`src/rtl/fll_cal_pkg.sv`:
```
package fll_cal_pkg;
    typedef enum logic [2:0] {
        ST_IDLE,
        ST_GATE,
        ST_SETTLE,
        ST_ALIGN,
        ST_MEASURE,
        ST_JUDGE,
        ST_FINISH
    } cal_state_t;
endpackage

```
`src/rtl/fll_ref_sync.sv`:
```
// Two-flop synchronizer for the reference clock plus rising-edge detect
module fll_ref_sync (
    input  logic clk,
    input  logic rst,
    input  logic ref_in,
    output logic rise
);
    logic [2:0] pipe;

    always_ff @(posedge clk) begin
        if (rst) pipe <= '0;
        else     pipe <= {pipe[1:0], ref_in};
    end

    assign rise = pipe[1] & ~pipe[2];
endmodule

```
`src/rtl/fll_edge_tally.sv`:
```
// Counts synchronized reference edges; flags the edge that reaches the limit
module fll_edge_tally #(
    parameter int W = 11
) (
    input  logic         clk,
    input  logic         clr,
    input  logic         inc,
    input  logic [W-1:0] limit,
    output logic         hit
);
    logic [W-1:0] cnt;

    always_ff @(posedge clk) begin
        if (clr)      cnt <= '0;
        else if (inc) cnt <= cnt + 1'b1;
    end

    assign hit = inc && (cnt == limit - 1'b1);
endmodule

```
`src/rtl/fll_osc_meter.sv`:
```
// Saturating oscillator-cycle counter with a result register
module fll_osc_meter #(
    parameter int CNT_W = 16
) (
    input  logic             clk,
    input  logic             rst,
    input  logic             clr,
    input  logic             run,
    input  logic             cap,
    output logic [CNT_W-1:0] result
);
    localparam logic [CNT_W-1:0] CMAX = '1;

    logic [CNT_W-1:0] cnt;
    logic [CNT_W-1:0] nxt;

    assign nxt = (cnt == CMAX) ? cnt : cnt + 1'b1;

    always_ff @(posedge clk) begin
        if (rst || clr) cnt <= '0;
        else if (run)   cnt <= nxt;
    end

    always_ff @(posedge clk) begin
        if (rst)      result <= '0;
        else if (cap) result <= nxt;
    end
endmodule

```
`src/rtl/fll_cal_seq.sv`:
```
module fll_cal_seq
    import fll_cal_pkg::*;
#(
    parameter int CNT_W       = 16,
    parameter int SETTLE_REFS = 1024,
    parameter int MEAS_REFS   = 32,
    parameter int RETRY_MAX   = 8
) (
    input  logic             clk,
    input  logic             rst,
    input  logic             ref_in,
    input  logic             start,
    input  logic [CNT_W-1:0] cnt_hi,
    output logic             loop_en,
    output logic             periph_en,
    output logic             busy,
    output logic             done,
    output logic             err,
    output logic [CNT_W-1:0] meas_count
);
    localparam int MAXR = (SETTLE_REFS > MEAS_REFS) ? SETTLE_REFS : MEAS_REFS;
    localparam int TW   = $clog2(MAXR + 1);
    localparam int RW   = $clog2(RETRY_MAX + 1);
    localparam logic [TW-1:0] SET_LIM  = TW'(SETTLE_REFS);
    localparam logic [TW-1:0] MEAS_LIM = TW'(MEAS_REFS);
    localparam logic [RW-1:0] RLAST    = RW'(RETRY_MAX - 1);

    cal_state_t     state, state_nx;
    logic [RW-1:0]  retry;
    logic           rise, hit;
    logic [TW-1:0]  lim;
    logic           tally_clr, met_clr, met_run, met_cap;
    logic           high;

    fll_ref_sync u_sync (
        .clk    (clk),
        .rst    (rst),
        .ref_in (ref_in),
        .rise   (rise)
    );

    assign lim       = (state == ST_MEASURE) ? MEAS_LIM : SET_LIM;
    assign tally_clr = rst || !((state == ST_SETTLE) || (state == ST_MEASURE));

    fll_edge_tally #(.W(TW)) u_tally (
        .clk   (clk),
        .clr   (tally_clr),
        .inc   (rise),
        .limit (lim),
        .hit   (hit)
    );

    assign met_clr = (state == ST_ALIGN);
    assign met_run = (state == ST_MEASURE);
    assign met_cap = (state == ST_MEASURE) && hit;

    fll_osc_meter #(.CNT_W(CNT_W)) u_meter (
        .clk    (clk),
        .rst    (rst),
        .clr    (met_clr),
        .run    (met_run),
        .cap    (met_cap),
        .result (meas_count)
    );

    assign high = (meas_count > cnt_hi);

    // Next-state logic
    always_comb begin
        state_nx = state;
        unique case (state)
            ST_IDLE:    if (start) state_nx = ST_GATE;
            ST_GATE:    state_nx = ST_SETTLE;
            ST_SETTLE:  if (hit) state_nx = ST_ALIGN;
            ST_ALIGN:   if (rise) state_nx = ST_MEASURE;
            ST_MEASURE: if (hit) state_nx = ST_JUDGE;
            ST_JUDGE:   state_nx = (high && retry != RLAST) ? ST_SETTLE : ST_FINISH;
            ST_FINISH:  state_nx = ST_IDLE;
            default:    state_nx = ST_IDLE;
        endcase
    end

    // State register with retry counter and error flag
    always_ff @(posedge clk) begin
        if (rst) begin
            state <= ST_IDLE;
            retry <= '0;
            err   <= 1'b0;
        end else begin
            state <= state_nx;
            if (state == ST_IDLE && start) err <= 1'b0;
            if (state == ST_GATE) retry <= '0;
            if (state == ST_JUDGE && high) begin
                if (retry == RLAST) err <= 1'b1;
                else                retry <= retry + 1'b1;
            end
        end
    end

    // Moore outputs
    always_comb begin
        loop_en   = 1'b0;
        periph_en = 1'b0;
        busy      = 1'b1;
        done      = 1'b0;
        unique case (state)
            ST_IDLE:   begin periph_en = 1'b1; busy = 1'b0; end
            ST_SETTLE: loop_en = 1'b1;
            ST_FINISH: begin periph_en = 1'b1; done = 1'b1; end
            default:   ;
        endcase
    end
endmodule

```
`config.mk`:
```
export PLATFORM = sky130hd
export DESIGN_NAME = fll_cal_seq
export DESIGN_NICKNAME = d
export VERILOG_FILES = /design/src/rtl/fll_cal_pkg.sv /design/src/rtl/fll_ref_sync.sv /design/src/rtl/fll_edge_tally.sv /design/src/rtl/fll_osc_meter.sv /design/src/rtl/fll_cal_seq.sv
export SDC_FILE = /design/constraint.sdc
export NUM_CORES = 1
export LEC_CHECK = 0
export ABC_AREA = 1
export CAP_MARGIN = 20
export CORE_MARGIN = 2
export CORE_UTILIZATION = 40
export CTS_CLUSTER_DIAMETER = 120
export DETAILED_ROUTE_END_ITERATION = 10
export DONT_BUFFER_PORTS = 1
export SYNTH_ARGS = -nofsm -noshare
export SYNTH_HDL_FRONTEND = slang
export SYNTH_SLANG_ARGS = --single-unit
```
`constraint.sdc`:
```
create_clock -name clk -period 2.2 [get_ports clk]
set_input_delay 0.33 -clock clk [delete_from_list [all_inputs] [get_ports clk]]
set_output_delay 0.33 -clock clk [all_outputs]
set_load 0.03 [all_outputs]
```
# Word-level counts from Yosys, hierarchy flattened
# Cells that the tools add are included.
# W data, S select, Z words.
[op_classes] addsub=4 n_lt_le_gt_ge=1 n_eq_ne=14 bitwise=2 n_reduce_logical=12 muxes=18
[ops] operator="$pmux W3 S6" n=1
[ops] operator="$add A16 B1 Y16 const B" n=1
[ops] operator="$eq A16 B16 Y1 const B" n=1
[ops] operator="$gt A16 B16 Y1" n=1
[ops] operator="$mux W16" n=1
[ops] operator="$mux W3" n=5
[ops] operator="$mux W4" n=3
[ops] operator="$add A11 B1 Y11 const B" n=1
[ops] operator="$eq A11 B11 Y1" n=1
[ops] operator="$mux W11" n=1
[ops] operator="$sub A11 B1 Y11 const B" n=1
[ops] operator="$eq A3 B3 Y1 const B" n=3
[ops] operator="$ne A2 B2 Y1 const B" n=4
[ops] operator="$mux W1" n=7
[ops] operator="$eq A3 B2 Y1 const B" n=2
[ops] operator="$logic_and A1 B1 Y1" n=5
[ops] operator="$add A4 B1 Y4 const B" n=1
[ops] operator="$eq A4 B3 Y1 const B" n=1
[ops] operator="$ne A4 B3 Y1 const B" n=1
[ops] operator="$reduce_and A4 Y1" n=1
[ops] operator="$eq A3 B1 Y1 const B" n=1
[ops] operator="$logic_not A3 Y1" n=1
[ops] operator="$logic_or A1 B1 Y1" n=3
[ops] operator="$reduce_or A2 Y1" n=1
[ops] operator="other kinds (3)" n=3
[word_totals] word_cells=58 inputBits=20 out_inout_bits=21 reg_bits=54

# Logic depth before layout (Yosys ltp)
# Gate-level depths: netlist (run 1).
[depth] depth_word=7 mapped_depth=16 mapped_depth_nobuf=16

# Modules after synthesis
# From an unflattened synthesis (run 1), not the netlist that was laid out.
[hier_totals] cells_unflattened=568 area_unflattened_um2=3684.8
[by_module_without_submodules] module="fll_osc_meter" seq_area_each_um2=640.6 instances=1 cells_each=243 area_each_um2=1654.1
[by_module_without_submodules] module="fll_edge_tally" seq_area_each_um2=220.2 instances=1 cells_each=164 area_each_um2=983.4
[by_module_without_submodules] module="fll_cal_seq" seq_area_each_um2=160.2 instances=1 cells_each=151 area_each_um2=960.9
[by_module_without_submodules] module="fll_ref_sync" seq_area_each_um2=60.1 instances=1 cells_each=10 area_each_um2=86.3

# Worst setup path before layout (run 1)
# Ideal clock, no wire load.
[synth_path] path_type="reg2reg" startpoint="reg state[1]" endpoint="reg u_tally.cnt[10]" arrival_ns=1.615 setup_slack_ns=0.527 stages_incl_launch_ff=10 period_less_slack_ns=1.673 setup_time_ns=0.058 path_buffers=0 required_time_ns=2.142 path_cell_list="dfxtp_1 > nand2_1 > nor2_1 > inv_1 > nand2_1 > inv_1 > nor2_2 > inv_1 > a21oi_1 > o21a_1"
[synth_between] elab_chain_cells=4 elab_cells_between_ends=5 cone_classes="eq/ne: 2; reduce/logical: 3"
[synth_rtl] item="start: declaration" line_no="fll_cal_seq.sv:28" source="cal_state_t state, state_nx;"
[synth_rtl] item="start signal: assignment" line_no="fll_cal_seq.sv:90" source="state <= state_nx;"
[synth_rtl] item="$eq A3 B2 Y1 / $eq A3 B3 Y1 (equally long branches)" line_no="fll_cal_seq.sv:43" source="assign tally_clr = rst || !((state == ST_SETTLE) || (state == ST_MEASURE));"
[synth_rtl] item="$logic_or A1 B1 Y1 (*)" line_no="fll_cal_seq.sv:43"
[synth_rtl] item="$logic_not A1 Y1 (*)" line_no="fll_cal_seq.sv:43"
[synth_rtl] item="$logic_or A1 B1 Y1 (*)" line_no="fll_cal_seq.sv:43"
[synth_rtl] item="end signal: assignment" line_no="fll_edge_tally.sv:15" source="else if (inc) cnt <= cnt + 1'b1;"
[synth_rtl] item="end: declaration" line_no="fll_edge_tally.sv:11" source="logic [W-1:0] cnt;"
# Mark *: on every way between the ends. The rest lies on a longest branch, timed or not.
# A chain may end at the register's enable or synchronous reset.

# Worst setup path after layout (run 1)
[layout_path] startpoint="reg u_meter.result[6]" endpoint="reg retry[2]"
[layout_between] elab_chain_cells=3
[layout_rtl] item="start: declaration" line_no="fll_osc_meter.sv:10" source="output logic [CNT_W-1:0] result"
[layout_rtl] item="start signal: assignment" line_no="fll_osc_meter.sv:26" source="else if (cap) result <= nxt;"
[layout_rtl] item="$gt A16 B16 Y1" line_no="fll_cal_seq.sv:66" source="assign high = (meas_count > cnt_hi);"
[layout_rtl] item="$logic_and A1 B1 Y1" line_no="fll_cal_seq.sv:93" source="if (state == ST_JUDGE && high) begin"
[layout_rtl] item="$mux W4" line_no="fll_cal_seq.sv:93"
[layout_rtl] item="end signal: assignment" line_no="fll_cal_seq.sv:95" source="else retry <= retry + 1'b1;"
[layout_rtl] item="end: declaration" line_no="fll_cal_seq.sv:29" source="logic [RW-1:0] retry;"
# Every way passes these cells.

==> results.cfg, run 1 <==
[final_layout]
post-route-util_pct = 45.7
nNetsFinal = 477
fill_cells = 770
final_cell_mix = 70 x nand2_1, 68 x inv_1, 54 x dfxtp_1
final_common_cell = nand2_1
diodes = 0
syn_to_final_growth_pct = 10.6
drive_gt1_share_pct = 9.57

[drt]
met1_length_mm = 3.27
drc = 0
drtIter0Drc = 92
wl_met2_mm = 2.83
dr_total_vias = 2592
dr.max_layer_used = met4
ant_nets = 0
drt-vias-per-instance = 4.82
drt_wl_total_mm = 6.45
wl_per_cell_um = 12.0
dr.pass1.iters = 4
detailroute.wirelength.met3_um = 285

[pwr]
ir_drop_mv = 0.306
seqPwrFrac_pct = 51.4
cellLeakagePower_nw = 1.53
combPwrFrac_pct = 20.8
clkPwrFrac_pct = 27.8
power.density_nw_per_um2 = 638
intPower_w = 0.00142
switching_power_w = 0.000689
switching_share_pct = 32.6

[critical_path]
worstPathMaxFanout = 4
crit_required_ns = 2.45
endpoint = retry[2]
r2r_slack_ns = 0.32
worstReg2RegStart = u_meter.result[6]
reg2regPathDepth = 11
setup.worst_path.start = u_meter.result[6]
crit_type = reg2reg
crit_path_start_kind = register
critPathArrivalTime_ns = 2.12
rr_endpoint = retry[2]
end_kind = register

[hold_path]
hold_path.class = in2reg

[placed_design]
hpwl_mm = 4.97
portBuffers = 0
place_congestion = 0.854

[sta]
max_freq_mhz = 533
post-route-period-util_pct = 85.3
drv_slew = 0
tns_ns = 0
max_slew.worst_pin.slew_ns = 0.547
rsz0062_at_grt = no
fin_skew_ns = 0.0110
period_minus_slack_ns = 1.88
finalSetupViolCount = 0
maxSlewHeadroom_pct = 63.3
hold_viol = 0

[synth]
synth_seq_area_share_pct = 36.1
synth_nets = 461
syn_avg_cell_area_sq_um = 7.10
ys_ff_latch = 54
synthArstFlopShare_pct = 0
synthCells = 422
synthFlopType = dfxtp_1
synth_cell_types = 39
synth-edff-count = 0
syn-cell-area_sq_um = 3000
yosysWarnings = 0

[clock_network]
cts_tree = yes
clk_pin_slew_ns = 0.10
h-tree-depth = 2
cts-root-buf = clkbuf_8
post_cts_buffers = 0
ctsHoldBuffers = 0
post_cts_resized = 0
cts_buffer_depth = 2
cts_sinks = 54
cts_buffers = 5
clk_latency_ns = 0.31

[global_route]
grt-ovfl-total = 0
grtUsageTotal_pct = 16.9
first_global_vias = 2552
grt_pass1_wl_mm = 11.5
antenna_found_initial = 0
grt_max_degree = 31

[die]
io_pins = 41
die_h_um = 90.6
start_util_pct = 41.3
die_area_sq_um = 8200
die_w_um = 90.6
core_sq_um = 7250
rows = 31

[outcome]
status = complete, no violations

[flow_run]
drv_cap = 0
sequential cells by signal, summed over array words and instances (netlist names):
signal and flops:
u_sync.pipe 3, retry 4, err 1, state 3, u_meter.cnt 16, u_meter.result 16
u_tally.cnt 11
power groups by stage:
stage	clock network, W	registers (W)	logic (W)
2_1_floorplan	0	0.00109	0.000352
3_3_place_gp	0	0.00111	0.000435
3_5_place_dp	0	0.00111	0.000441
4_1_cts	0.000604	0.00109	0.000443
5_1_grt	0.000649	0.00110	0.000500
6_report	0.000587	0.00109	0.000440
cells in the mapped netlist, types with 3 or more instances:
cell      count  area (sq um)
o21ai_0      40           200
clkbuf_1      5          18.8
nand4_1       4          25.0
nand3_1      23           115
dfxtp_1      54          1080
ha_1         19           238
xor2_1       12           105
nor3_1        6          30.0
nor2_1       41           154
inv_1        68           255
nand2_1      70           263
a21oi_1      46           230
xnor2_1       3          26.3
layout make-up:
class | count | area [sq um] | area share (%)
Clock inverter | 2 | 12.5 | 0.378
Tap cell | 99 | 124 | 3.74
Multi-Input combinational cell | 288 | 1600 | 48.2
Timing Repair Buffer | 19 | 155 | 4.68
Clock buffer | 6 | 82.6 | 2.49
Sequential cell | 54 | 1080 | 32.6
Inverter | 70 | 263 | 7.93
layer usage:
| layer | GRT usage, % | vias up |
|---|---|---|
| li1 | - | 1396 |
| met1 | 21.9 | 1146 |
| met2 | 27.9 | 45 |
| met3 | 4.42 | 5 |
| met4 | 4.74 | 0 |
| met5 | 0 | - |
worst max-delay path, cell delays in order (launching register included):
cell     delay [ns]
dfxtp_1        0.43
ha_1           0.33
nand2_1        0.07
nor2_1         0.22
nand2_1        0.08
nand2_1        0.08
nand2_1        0.06
nand2_1        0.10
nand3_1        0.14
inv_1          0.12
nand2_1        0.05
a21oi_1        0.14
metrics by stage:
step,instances,setup slack [ns],hold WS [ns],cell area (sq um),total power (W)
6_report,538,0.323,0.0764,3310,0.00211
5_1_grt,538,0.0970,0.0591,3310,0.00225
4_1_cts,538,0.300,0.0664,3310,0.00213
3_5_place_dp,530,0.298,0.395,3220,0.00155
3_3_place_gp,530,0.323,0.391,3220,0.00154
2_1_floorplan,422,0.527,0.388,3000,0.00144
cells by family (layout without fill, tap and decap cells):
kind of cell | after synthesis | in the layout | synth area share, %
XOR/XNOR | 15 | 15 | 4.38
adder cells (fa/ha/maj) | 19 | 19 | 7.93
AND/OR/NAND/NOR | 154 | 154 | 22.9
buffers and inverters | 80 | 97 | 10.7
flip-flops | 54 | 54 | 36.1
AO/OA/AOI/OAI | 100 | 100 | 18.0
how the worst min path moves through the flow:
stage	from	to	slack, ns	cells past startpoint
after CTS	rst	state[0]	0.07	1
after global routing	rst	u_sync.pipe[1]	0.06	1
after global placement	u_sync.pipe[0]	u_sync.pipe[1]	0.39	2
final	rst	state[0]	0.08	1
after detailed placement	u_sync.pipe[0]	u_sync.pipe[1]	0.39	2
after floorplan	u_sync.pipe[0]	u_sync.pipe[1]	0.39	2
Note: power is estimated with default switching activity, not from simulation.
==> run 2, diff against run 1 <==
--- a/config.mk
+++ b/config.mk
@@ -7,11 +7,14 @@
 export LEC_CHECK = 0
 export ABC_AREA = 1
 export CAP_MARGIN = 20
+export CELL_PAD_IN_SITES_DETAIL_PLACEMENT = 0
+export CELL_PAD_IN_SITES_GLOBAL_PLACEMENT = 1
 export CORE_MARGIN = 2
 export CORE_UTILIZATION = 40
 export CTS_CLUSTER_DIAMETER = 120
 export DETAILED_ROUTE_END_ITERATION = 10
 export DONT_BUFFER_PORTS = 1
+export PLACE_DENSITY_LB_ADDON = 0.1
 export SYNTH_ARGS = -nofsm -noshare
 export SYNTH_HDL_FRONTEND = slang
 export SYNTH_SLANG_ARGS = --single-unit
==> run 2 against run 1 <==
Net effect:
- clock power rose by 14%
- count of clock-buffer cells in the layout rose by 1
- via count fell by 0.89%
- clock skew rose by 0.0026 ns
- die area did not move
- register-to-register slack barely moved
- sequential cell count did not move
- power rose by 3.5%
- critical path depth fell by 8
- non-clock buffer count fell by 7
- combinational power fell by 1%
- critical path type is now reg2out
- largest power group unchanged
- highest routed layer unchanged
==> results.cfg, run 2 (same netlist as run 1, synthesis figures left out) <==
[clock_network]
cts_tree = yes
clk_pin_slew_ns = 0.10
cts_buffer_depth = 2
clk_latency_ns = 0.31
post_cts_resized = 0
cts_buffers = 5
ctsHoldBuffers = 0
cts-root-buf = clkbuf_8
h-tree-depth = 2
cts_sinks = 54
post_cts_buffers = 0

[global_route]
grt_max_degree = 31
grtUsageTotal_pct = 17.1
grt_pass1_wl_mm = 11.6
first_global_vias = 2496
grt-ovfl-total = 0
antenna_found_initial = 0

[final_layout]
drive_gt1_share_pct = 7.64
fill_cells = 767
multi_input_area_sq_um = 1600
fin_cells = 531
top_regs = u_meter.cnt: 16 flops, u_meter.result: 16 flops, u_tally.cnt: 11 flops
diodes = 0
final_cell_mix = 70 x nand2_1, 68 x inv_1, 54 x dfxtp_1
regArea_sq_um = 1080
syn_to_final_growth_pct = 8.76
fin_area_sq_um = 3260
nNetsFinal = 470
final_common_cell = nand2_1

[placed_design]
place_area_sq_um = 3150
hpwl_mm = 5.03
portBuffers = 0
dpl.cell_count = 523
place_congestion = 0.809

[pwr]
clkPwrFrac_pct = 30.5
combPwrFrac_pct = 19.8
seqPwrFrac_pct = 49.7
cellLeakagePower_nw = 1.49
intPower_w = 0.00150
ir_drop_mv = 0.242
switching_share_pct = 31.6
switching_power_w = 0.000691
power.density_nw_per_um2 = 671

[sta]
rsz0062_at_grt = no
max_freq_mhz = 518
tns_ns = 0
period_minus_slack_ns = 1.93
drv_slew = 0
fin_skew_ns = 0.0136
post-route-period-util_pct = 87.8
hold_viol = 0
finalSetupViolCount = 0
maxSlewHeadroom_pct = 38.3
worst_hold_slack_ns = 0.0737
max_slew.worst_pin.slew_ns = 0.916

[critical_path]
max_stage_delay_ns = 0.45
crit_required_ns = 1.87
critPathTopFamily = compound AO/OA/AOI/OAI gates
worstPathMaxFanout = 5
crit_buf_inv = 1
path_cells = inv_1 > nand2_1 > o21ai_0
crit_type = reg2out
cpMaxStageDelayCell = o21ai_0
end_kind = output port
critPathArrivalTime_ns = 1.60
crit_path_start_kind = register

[die]
start_util_pct = 41.3
die_h_um = 90.6
die_w_um = 90.6
core_sq_um = 7250
io_pins = 41
rows = 31
die_area_sq_um = 8200

[flow_run]
drv_cap = 0

[drt]
drtIter0Drc = 106
dr_total_vias = 2569
wl_per_cell_um = 12.3
dr.pass1.iters = 4
drt-vias-per-instance = 4.84
drt_wl_total_mm = 6.55
ant_nets = 0
drc = 0

[hold_path]
hold_path.class = in2reg

[outcome]
status = complete, no violations
==> run 2: cell types whose count changed in the layout (fill, tap and decap cells not counted) <==
| cell | before | now |
|---|---|---|
| buf_4 | 18 | 12 |
| clkbuf_1 | 0 | 2 |
| buf_12 | 1 | 0 |
| bufinv_16 | 0 | 1 |
| clkbuf_8 | 6 | 5 |
| clkinv_2 | 1 | 0 |
| clkinvlp_4 | 1 | 0 |
==> run 2: final timing paths <==
path,start,cells after the start,slack (ns),to
min,rst,1,0.07,retry[3]
min reg2reg,u_sync.pipe[0],2,0.43,u_sync.pipe[1]
max reg2reg,u_meter.result[15],9,0.31,retry[2]
max,state[2],3,0.27,periph_en
==> run 2: power groups by stage <==
stage	Combinational [W]	Clock [W]	Sequential, W
after floorplan	0.000352	0	0.00109
after global placement	0.000432	0	0.00111
after detailed placement	0.000434	0	0.00111
after CTS	0.000436	0.000697	0.00109
after global routing	0.000505	0.000723	0.00110
final	0.000434	0.000667	0.00109
==> run 2: layout make-up <==
cell class                      instances  area share (%)
Tap cell                               99            3.80
Clock buffer                            7            2.34
Inverter                               70            8.06
Clock inverter                          1           0.921
Sequential cell                        54            33.2
Multi-Input combinational cell        288            49.0
Timing Repair Buffer                   12            2.76
==> run 2: metal layers <==
layer / share of wire, % / wire, um / global-route usage, %
met1: 53 / 3460 / 24.3
met2: 43 / 2810 / 26.7
met3: 3.5 / 230 / 3.01
met4: 0.78 / 51 / 4.49
met5: 0 / 0 / 0
==> run 2: stage by stage <==
| step | setup slack, ns | power [W] | utilization [%] |
|---|---|---|---|
| detailed placement | 0.286 | 0.00154 | 43.5 |
| global placement | 0.302 | 0.00154 | 43.5 |
| finish | 0.268 | 0.00219 | 45.0 |
| global route | 0.0182 | 0.00233 | 45.0 |
| CTS | 0.246 | 0.00222 | 45.0 |
| floorplan | 0.527 | 0.00144 | - |
==> run 2: worst register-to-register path: stages (launching register included) <==
cell     delay [ns]
dfxtp_1        0.44
ha_1           0.35
nand2_1        0.08
nor3_1         0.33
nand2_1        0.09
nand2_1        0.10
nand3_1        0.14
inv_1          0.12
nand2_1        0.05
a21oi_1        0.13
==> run 3, diff against run 2 <==
--- a/config.mk
+++ b/config.mk
@@ -6,14 +6,15 @@
 export NUM_CORES = 1
 export LEC_CHECK = 0
 export ABC_AREA = 1
+export BUFFER_PORTS_ARGS = -buffer_cell sky130_fd_sc_hd__buf_4
 export CAP_MARGIN = 20
 export CELL_PAD_IN_SITES_DETAIL_PLACEMENT = 0
 export CELL_PAD_IN_SITES_GLOBAL_PLACEMENT = 1
 export CORE_MARGIN = 2
 export CORE_UTILIZATION = 40
+export CTS_BUF_LIST = sky130_fd_sc_hd__clkbuf_2
 export CTS_CLUSTER_DIAMETER = 120
 export DETAILED_ROUTE_END_ITERATION = 10
-export DONT_BUFFER_PORTS = 1
 export PLACE_DENSITY_LB_ADDON = 0.1
 export SYNTH_ARGS = -nofsm -noshare
 export SYNTH_HDL_FRONTEND = slang
==> run 3 against run 2 <==
Net effect:
- sequential cell count stayed put
- critical path depth up 6
- combinational power is 13% higher
- sequential power about the same
- sequential share of layout area decreased by 2.3 points
- critical endpoint is now u_meter.cnt[4]
- wire length is essentially flat
- die area is the same
- critical path type is now reg2reg
==> results.cfg, run 3 (same netlist as run 1, synthesis figures left out) <==
[clock_network]
cts_buffers = 5
post_cts_buffers = 0
h-tree-depth = 2
cts_buffer_depth = 2
clk_pin_slew_ns = 0.29
clk_latency_ns = 0.45
post_cts_resized = 0
cts_tree = yes
ctsHoldBuffers = 1
cts_sinks = 54
cts-root-buf = clkbuf_2

[outcome]
status = complete, no violations

[critical_path]
rr_endpoint = u_meter.cnt[4]
max_stage_delay_ns = 0.46
critPathArrivalTime_ns = 2.29
path_cells = ha_1 > nand3_1 > nor3_1 > nand2_1 > inv_1 > nor2_1 > nand2_1 > o211ai_1 > inv_1
crit_required_ns = 2.63
end_kind = register
r2r_slack_ns = 0.34
worstReg2RegStart = u_meter.cnt[0]
crit_type = reg2reg
cpMaxStageDelayCell = dfxtp_1
crit_path_start_kind = register
reg2regPathDepth = 9
critPathTopFamily = simple AND/OR/NAND/NOR gates
crit_buf_inv = 2
worstPathMaxFanout = 6

[final_layout]
fin_area_sq_um = 3500
top_regs = u_meter.cnt: 16 flops, u_meter.result: 16 flops, u_tally.cnt: 11 flops
nNetsFinal = 502
final_cell_mix = 70 x nand2_1, 68 x inv_1, 54 x dfxtp_1
diodes = 0
drive_gt1_share_pct = 14.0
final_common_cell = nand2_1
syn_to_final_growth_pct = 16.7
fill_cells = 759

[drt]
drt-vias-per-instance = 4.76
dr_total_vias = 2682
dr.pass1.iters = 4
drtIter0Drc = 131
wl_per_cell_um = 11.6
drc = 0
drt_wl_total_mm = 6.55
ant_nets = 0

[sta]
rsz0062_at_grt = no
period_minus_slack_ns = 1.86
maxSlewHeadroom_pct = 64.2
max_slew.worst_pin.slew_ns = 0.533
post-route-period-util_pct = 84.5
tns_ns = 0
finalSetupViolCount = 0
drv_slew = 0
max_freq_mhz = 538
fin_skew_ns = 0.0288
hold_viol = 0

[hold_path]
min_delay_path_depth = 2
hold_path.class = in2reg
min_from = rst
worstHoldEndpoint = state[2]

[placed_design]
place_congestion = 0.790
hpwl_mm = 5.01
place_area_sq_um = 3400
portBuffers = 40

[die]
die_h_um = 90.6
rows = 31
io_pins = 41
die_w_um = 90.6
core_sq_um = 7250
die_area_sq_um = 8200
start_util_pct = 41.3

[flow_run]
drv_cap = 0

[global_route]
grtUsageTotal_pct = 17.3
first_global_vias = 2494
antenna_found_initial = 0
grt_pass1_wl_mm = 11.7
grt-ovfl-total = 0
grt_max_degree = 31

[pwr]
ir_drop_mv = 0.267
power.density_nw_per_um2 = 631
cellLeakagePower_nw = 1.65
-- run 3: area by class of cell --
type | instances | area (sq um) | share of cell area (%)
Multi-Input combinational cell | 288 | 1600 | 45.6
Clock inverter | 3 | 63.8 | 1.82
Timing Repair Buffer | 44 | 345 | 9.87
Tap cell | 99 | 124 | 3.54
Sequential cell | 54 | 1080 | 30.9
Inverter | 70 | 263 | 7.51
Clock buffer | 5 | 25.0 | 0.715
-- run 3: how the worst max path moves through the flow --
stage / to / from / cells past startpoint / slack [ns]
CTS: u_meter.result[11] / u_tally.cnt[0] / 8 / 0.32
global placement: retry[1] / cnt_hi[15] / 11 / 0.34
finish: u_meter.cnt[4] / u_meter.cnt[0] / 9 / 0.34
global route: u_meter.result[1] / u_meter.cnt[0] / 7 / 0.13
floorplan: u_tally.cnt[10] / state[1] / 9 / 0.53
detailed placement: retry[2] / cnt_hi[15] / 11 / 0.31
-- run 3: power breakdown --
part	switching (W)	internal, W	leakage (nW)
Sequential	0.0000550	0.00104	0.436
Combinational	0.000315	0.000175	1.16
Clock	0.000323	0.000302	0.0506
Total	0.000693	0.00151	1.65
-- run 3: routing by layer --
metal	track usage (%)	routed length, um	vias up
li1	-	-	1457
met1	25.5	3570	1178
met2	25.8	2680	43
met3	3.26	243	4
met4	4.23	53	0
met5	0	0	-
-- run 3: metrics by stage --
stage	setup slack, ns	hold WS [ns]	instances	utilization [%]	total power, W
floorplan	0.527	0.388	422	-	0.00144
global placement	0.343	0.408	554	46.9	0.00160
detailed placement	0.314	0.406	554	46.9	0.00160
CTS	0.322	0.0726	563	48.2	0.00225
global route	0.127	0.0578	563	48.2	0.00236
finish	0.341	0.118	563	48.2	0.00221
-- run 3: worst reg2reg max path, cell delays in order (launching register included) --
cell      delay (ns)
dfxtp_1         0.46
ha_1            0.23
nand3_1         0.14
nor3_1          0.29
nand2_1         0.22
inv_1           0.20
nor2_1          0.10
nand2_1         0.07
o211ai_1        0.08
inv_1           0.06
